--- src/rtl/cfgseq_pkg.sv ---
package cfgseq_pkg;
    typedef enum logic [1:0] {
        ST_IDLE    = 2'd0,
        ST_BOOT    = 2'd1,
        ST_RESTORE = 2'd2,
        ST_SAVE    = 2'd3
    } seq_state_e;
endpackage

--- src/rtl/cfgseq_gate.sv ---
// Decides whether a decoder-issued transfer may start.
module cfgseq_gate (
    input  logic pwr_on,
    input  logic pll_off,
    input  logic pll_cfg_bit,
    output logic xfer_ok
);
    always_comb begin
        xfer_ok = pwr_on && !pll_off && !pll_cfg_bit;
    end
endmodule

--- src/rtl/cfgseq_timer.sv ---
// Down-counter: loads a length, counts to zero, holds there.
module cfgseq_timer #(
    parameter int unsigned    CW      = 8,
    parameter logic [CW-1:0]  RST_VAL = '0
) (
    input  logic          clk,
    input  logic          rst_n,
    input  logic          load,
    input  logic [CW-1:0] load_val,
    input  logic          run,
    output logic          at_zero
);
    logic [CW-1:0] cnt_d, cnt_q;

    always_comb begin
        cnt_d = cnt_q;
        if (load) begin
            cnt_d = load_val;
        end else if (run && (cnt_q != '0)) begin
            cnt_d = cnt_q - 1'b1;
        end
    end

    always_ff @(posedge clk or negedge rst_n) begin
        if (!rst_n) begin
            cnt_q <= RST_VAL;
        end else begin
            cnt_q <= cnt_d;
        end
    end

    assign at_zero = (cnt_q == '0);
endmodule

--- src/rtl/cfgseq_nvarray.sv ---
// Nonvolatile store model: byte-wide register array, whole-word write.
module cfgseq_nvarray #(
    parameter int unsigned         CFG_W   = 96,
    parameter logic [CFG_W-1:0]    NV_INIT = '0
) (
    input  logic             clk,
    input  logic             rst_n,
    input  logic             we,
    input  logic [CFG_W-1:0] wdata,
    output logic [CFG_W-1:0] rdata
);
    localparam int unsigned NBYTES = CFG_W / 8;

    for (genvar b = 0; b < NBYTES; b++) begin : g_byte
        logic [7:0] cell_d, cell_q;

        always_comb begin
            cell_d = we ? wdata[8*b +: 8] : cell_q;
        end

        always_ff @(posedge clk or negedge rst_n) begin
            if (!rst_n) begin
                cell_q <= NV_INIT[8*b +: 8];
            end else begin
                cell_q <= cell_d;
            end
        end

        assign rdata[8*b +: 8] = cell_q;
    end
endmodule

--- src/rtl/cfgseq_top.sv ---
module cfgseq_top #(
    parameter int unsigned      CFG_W      = 96,
    parameter int unsigned      PLL_BIT    = 57,
    parameter int unsigned      BOOT_CYC   = 3000,
    parameter int unsigned      RESTORE_CYC = 120,
    parameter int unsigned      SAVE_CYC   = 300,
    parameter int unsigned      SAVE_EXTRA = 520,
    parameter logic [CFG_W-1:0] NV_INIT    = '0
) (
    input  logic             clk,
    input  logic             rst_n,
    input  logic             save_req,
    input  logic             restore_req,
    input  logic             rdwr_req,
    input  logic             pwr_on,
    input  logic             pll_off,
    input  logic [CFG_W-1:0] cfg_in,
    output logic             busy,
    output logic             restore_done,
    output logic             rdwr_ok,
    output logic             cfg_wr_en,
    output logic [CFG_W-1:0] cfg_wr_data
);
    import cfgseq_pkg::*;

    localparam int unsigned SAVE_TOT = SAVE_CYC + SAVE_EXTRA;
    localparam int unsigned MAX_A    = (BOOT_CYC > RESTORE_CYC) ? BOOT_CYC : RESTORE_CYC;
    localparam int unsigned MAX_LEN  = (MAX_A > SAVE_TOT) ? MAX_A : SAVE_TOT;
    localparam int unsigned CW       = $clog2(MAX_LEN + 1);
    localparam logic [CW-1:0] BOOT_LD = CW'(BOOT_CYC - 1);
    localparam logic [CW-1:0] REST_LD = CW'(RESTORE_CYC - 1);
    localparam logic [CW-1:0] SAVE_LD = CW'(SAVE_TOT - 1);

    typedef struct packed {
        seq_state_e st;
        logic       done;
        logic       grant;
    } seq_regs_t;

    seq_regs_t        regs_d, regs_q;
    logic             xfer_ok;
    logic             tmr_load, tmr_run, tmr_zero;
    logic [CW-1:0]    tmr_val;
    logic             nv_we, wr_now;
    logic [CFG_W-1:0] nv_rdata;

    cfgseq_gate u_gate (
        .pwr_on      (pwr_on),
        .pll_off     (pll_off),
        .pll_cfg_bit (cfg_in[PLL_BIT]),
        .xfer_ok     (xfer_ok)
    );

    cfgseq_timer #(.CW(CW), .RST_VAL(BOOT_LD)) u_timer (
        .clk      (clk),
        .rst_n    (rst_n),
        .load     (tmr_load),
        .load_val (tmr_val),
        .run      (tmr_run),
        .at_zero  (tmr_zero)
    );

    cfgseq_nvarray #(.CFG_W(CFG_W), .NV_INIT(NV_INIT)) u_nv (
        .clk   (clk),
        .rst_n (rst_n),
        .we    (nv_we),
        .wdata (cfg_in),
        .rdata (nv_rdata)
    );

    always_comb begin
        regs_d       = regs_q;
        regs_d.done  = 1'b0;
        regs_d.grant = 1'b0;
        tmr_load     = 1'b0;
        tmr_val      = '0;
        tmr_run      = 1'b0;
        nv_we        = 1'b0;
        wr_now       = 1'b0;
        unique case (regs_q.st)
            ST_IDLE: begin
                if (restore_req && xfer_ok) begin
                    regs_d.st = ST_RESTORE;
                    tmr_load  = 1'b1;
                    tmr_val   = REST_LD;
                end else if (save_req && xfer_ok) begin
                    regs_d.st = ST_SAVE;
                    tmr_load  = 1'b1;
                    tmr_val   = SAVE_LD;
                end else if (rdwr_req) begin
                    regs_d.grant = 1'b1;
                end
            end
            ST_BOOT: begin
                tmr_run = pwr_on;
                if (pwr_on && tmr_zero) begin
                    wr_now      = 1'b1;
                    regs_d.done = 1'b1;
                    regs_d.st   = ST_IDLE;
                end
            end
            ST_RESTORE: begin
                tmr_run = 1'b1;
                if (tmr_zero) begin
                    wr_now      = 1'b1;
                    regs_d.done = 1'b1;
                    regs_d.st   = ST_IDLE;
                end
            end
            ST_SAVE: begin
                tmr_run = 1'b1;
                if (tmr_zero) begin
                    nv_we     = 1'b1;
                    regs_d.st = ST_IDLE;
                end
            end
            default: regs_d.st = ST_IDLE;
        endcase
    end

    always_ff @(posedge clk or negedge rst_n) begin
        if (!rst_n) begin
            regs_q <= '{st: ST_BOOT, done: 1'b0, grant: 1'b0};
        end else begin
            regs_q <= regs_d;
        end
    end

    assign busy         = (regs_q.st != ST_IDLE);
    assign restore_done = regs_q.done;
    assign rdwr_ok      = regs_q.grant;
    assign cfg_wr_en    = wr_now;
    assign cfg_wr_data  = nv_rdata;
endmodule

--- config.mk ---
export PLATFORM = sky130hd
export DESIGN_NAME = cfgseq_top
export DESIGN_NICKNAME = d
export VERILOG_FILES = /design/src/rtl/cfgseq_pkg.sv /design/src/rtl/cfgseq_gate.sv /design/src/rtl/cfgseq_timer.sv /design/src/rtl/cfgseq_nvarray.sv /design/src/rtl/cfgseq_top.sv
export SDC_FILE = /design/constraint.sdc
export NUM_CORES = 1
export LEC_CHECK = 0
export ABC_AREA = 1
export BUFFER_PORTS_ARGS = -buffer_cell sky130_fd_sc_hd__clkbuf_2
export CAP_MARGIN = 20
export CORE_MARGIN = 2
export CORE_UTILIZATION = 54
export CTS_BUF_LIST = sky130_fd_sc_hd__clkbuf_4 sky130_fd_sc_hd__clkbuf_8
export DETAILED_ROUTE_END_ITERATION = 7
export HOLD_SLACK_MARGIN = 0.02
export PLACE_DENSITY_LB_ADDON = 0.05
export SLEW_MARGIN = 15
export SYNTH_ARGS = -nofsm -noshare
export SYNTH_HDL_FRONTEND = slang
export SYNTH_HIERARCHICAL = 1
export SYNTH_SLANG_ARGS = --single-unit
--- constraint.sdc ---
create_clock -name clk -period 3.5 [get_ports clk]
set_clock_uncertainty 0.15 [all_clocks]
set_input_delay 0.7 -clock clk [delete_from_list [all_inputs] [get_ports clk]]
set_output_delay 0.7 -clock clk [all_outputs]
set_load 0.1 [all_outputs]
==> flow_summary.ini <==
[status]
status = completed

[detailed_routing]
vias = 4316
drt-pass1-iter-count = 5
drtIter0Drc = 131
ant_nets = 0
routed_wl_mm = 11.9
drt_drc_violations_left = 0
vias_per_cell = 4.84
wl_per_cell_um = 13.3

[placed_design]
place.gp.congestion = 0.854
place_ws_ns = 0.713
hpwlAfterDp_mm = 8.55
port-buffer-count = 202

[timing]
rsz0062_at_grt = no
max_freq_mhz = 321
finalCritPeriodShare = 0.890
report.final.slew_viol_count = 0
hold_violations = 0
tns_ns = 0
worstMarginPinSlew_ns = 0.932
setup_violations = 0
slew_headroom = 0.378
min_period_ns = 3.12
worst_slack_ns = 0.384

[synthesis]
netlist_area_mm2 = 0.00489
yosysUniqueCellTypes = 29
ys_ff_latch = 112
syn_area_per_cell_um2 = 8.38
synthCells = 584
ys_seq_area_frac = 0.575
ys_warn_count = 6

[critical_path]
start_kind = register
r2r-end = u_nv/g_byte[2].cell_q[2]$_DFFE_PN0P_
critical-path-slowest-cell = clkbuf_2
cp_max_fo = 6
r2r_slack_ns = 0.84
worstRegToRegCells = 9
reg2reg_from = u_timer/cnt_q[0]$_DFFE_PN1P_
cp-startpoint = u_timer/cnt_q[0]$_DFFE_PN1P_
cp.arrival_ns = 2.27
path_class = register to output pin
crit_path_end_kind = output pin
crit_required_ns = 2.65
cp_slowest_stage_delay_ns = 0.48
crit_path_cell_trace = inv_1, ha_1, nand3_1, nor3_1, nand2_1, a21oi_1, clkbuf_2
crit_path_end = cfg_wr_en

[global_route]
use_met1 = 0.326
overflow = 0
grt_max_degree = 97
track_usage = 0.243
met2_usage = 0.395
grt_pass1_vias = 4104
antenna_found_initial = 0
grt_use_met3 = 0.0436
grt_pass1_wl_mm = 19.1
grt_busiest_layer = met2

[clock_network]
htreeDepth = 3
ctsResizeCount = 0
insertion_delay_ns = 0.36
cts_buffer_depth = 2
ctsHoldBuffers = 0
cts.sinks = 112
cts_tree = yes
root_buffer = clkbuf_8
numCtsBuffers = 9
postCtsSetupRepairBufs = 0
path_clk_slew_ns = 0.11

[worst_hold_path]
hold_path.class = input pin to asynchronous set/reset pin

[die]
dieArea_mm2 = 0.00984
coreArea_mm2 = 0.00876
fp.dieW_um = 99.2
fp.dieH_um = 99.2
rows = 34
io_pins = 203
start_util = 0.558

[layout]
diodes = 0
drive_above_1_share = 0.328
final_nets = 890
area_growth_syn_to_layout_pct = 25.4
fillCellCount = 717

[flow_run]
max_cap_violations = 0
[final cells by class]
type                            count  area [um2]  share of cell area
Inverter                           24        92.6              0.0151
Tap cell                          108         135              0.0220
Clock inverter                      6        76.3              0.0124
Timing Repair Buffer              206        1060               0.172
Clock buffer                        9         124              0.0202
Multi-Input combinational cell    427        1840               0.299
Sequential cell                   112        2820               0.459
[Yosys cell counts]
| library cell | count | area, um2 |
|---|---|---|
| dfrtp_1 | 102 | 2550 |
| clkinv_1 | 1 | 3.75 |
| nor2_1 | 11 | 41.3 |
| ha_1 | 7 | 87.6 |
| nand4_1 | 1 | 6.26 |
| buf_4 | 9 | 67.6 |
| nor3_1 | 2 | 10.0 |
| nand3_4 | 1 | 17.5 |
| o21ai_2 | 3 | 26.3 |
| conb_1 | 1 | 3.75 |
| xor2_1 | 1 | 8.76 |
| a21oi_1 | 4 | 20.0 |
| buf_6 | 3 | 33.8 |
| nand2_2 | 7 | 43.8 |
| inv_1 | 22 | 82.6 |
| inv_4 | 1 | 6.26 |
| nor2_4 | 1 | 11.3 |
| clkbuf_1 | 2 | 7.51 |
| nand3_1 | 25 | 125 |
| nand2_4 | 2 | 22.5 |
| nand2_1 | 338 | 1270 |
| nand3_2 | 2 | 20.0 |
| nor2_2 | 5 | 31.3 |
| a31oi_1 | 1 | 6.26 |
| xnor2_1 | 3 | 26.3 |
| o21ai_0 | 6 | 30.0 |
| or2_2 | 3 | 18.8 |
| buf_2 | 10 | 50.1 |
| dfstp_2 | 10 | 263 |
[kinds of logic (layout without fill, tap and decap cells)]
family,count (synthesis),in the layout,share of synthesized area
DFF,112,112,0.575
adders and majority gates,7,7,0.0179
other,1,4,0.000767
xor gates and xnor gates,4,4,0.00716
buffers and inverters,48,245,0.0514
and+or+nand+nor,398,398,0.330
AOI/OAI and AO/OA,14,14,0.0169
[how the worst min path moves through the flow]
stage | startpoint | endpoint | slack, ns | depth (start not counted)
after global placement | u_nv/g_byte[3].cell_q[3]$_DFFE_PN0P_ | u_nv/g_byte[3].cell_q[3]$_DFFE_PN0P_ | 0.30 | 2
after CTS | rst_n | u_nv/g_byte[0].cell_q[6]$_DFFE_PN0P_ | 0.23 | 1
final | rst_n | u_nv/g_byte[0].cell_q[6]$_DFFE_PN0P_ | 0.21 | 1
after floorplan | rst_n | rdwr_ok$_DFF_PN0_ | 0.25 | 0
after global routing | rst_n | u_nv/g_byte[0].cell_q[0]$_DFFE_PN0P_ | 0.26 | 1
after detailed placement | u_nv/g_byte[8].cell_q[7]$_DFFE_PN0P_ | u_nv/g_byte[8].cell_q[7]$_DFFE_PN0P_ | 0.31 | 2
[metrics by stage]
step / instances / area (um2) / utilization / hold slack, ns
after floorplan: 587 / 4900 / - / 0.254
after global placement: 877 / 5940 / 0.677 / 0.302
after detailed placement: 877 / 5940 / 0.677 / 0.307
after CTS: 892 / 6140 / 0.700 / 0.230
after global routing: 892 / 6140 / 0.700 / 0.258
final: 892 / 6140 / 0.700 / 0.214
[cell usage in the layout, fill, tap and decap left out, types with 4 or more instances in the layout]
| cell | synthesis | routed |
|---|---|---|
| nor2_2 | 5 | 5 |
| nand2_2 | 7 | 7 |
| ha_1 | 7 | 7 |
| buf_4 | 9 | 4 |
| a21oi_1 | 4 | 4 |
| conb_1 | 1 | 4 |
| nand3_1 | 25 | 25 |
| dfstp_2 | 10 | 10 |
| o21ai_0 | 6 | 6 |
| clkbuf_2 | 0 | 201 |
| inv_1 | 22 | 21 |
| clkbuf_8 | 0 | 9 |
| dfrtp_1 | 102 | 102 |
| nor2_1 | 11 | 11 |
| nand2_1 | 338 | 338 |
[layer usage]
| metal | vias up | routed length (um) |
|---|---|---|
| met5 | - | 0 |
| met3 | 26 | 807 |
| met4 | 0 | 378 |
| li1 | 2171 | - |
| met1 | 1948 | 5070 |
| met2 | 171 | 5610 |
[sequential cells by signal, summed over array words and instances (netlist names)]
signal / count
u_timer/cnt_q: 12
restore_done: 1
u_nv/g_byte.cell_q: 96
regs_q: 2
rdwr_ok: 1
[worst max-delay path, delay by kind of cell, from the launching register on]
kind | cells | cell delay (ns)
compound gates | 1 | 0.16
fa+ha+maj | 1 | 0.22
buf+inv | 2 | 0.65
flops | 1 | 0.38
simple gates | 3 | 0.50
Power is left out: the tool's default activity adds up to more than one toggle a clock period on the data nets, which glitch-free logic cannot reach.
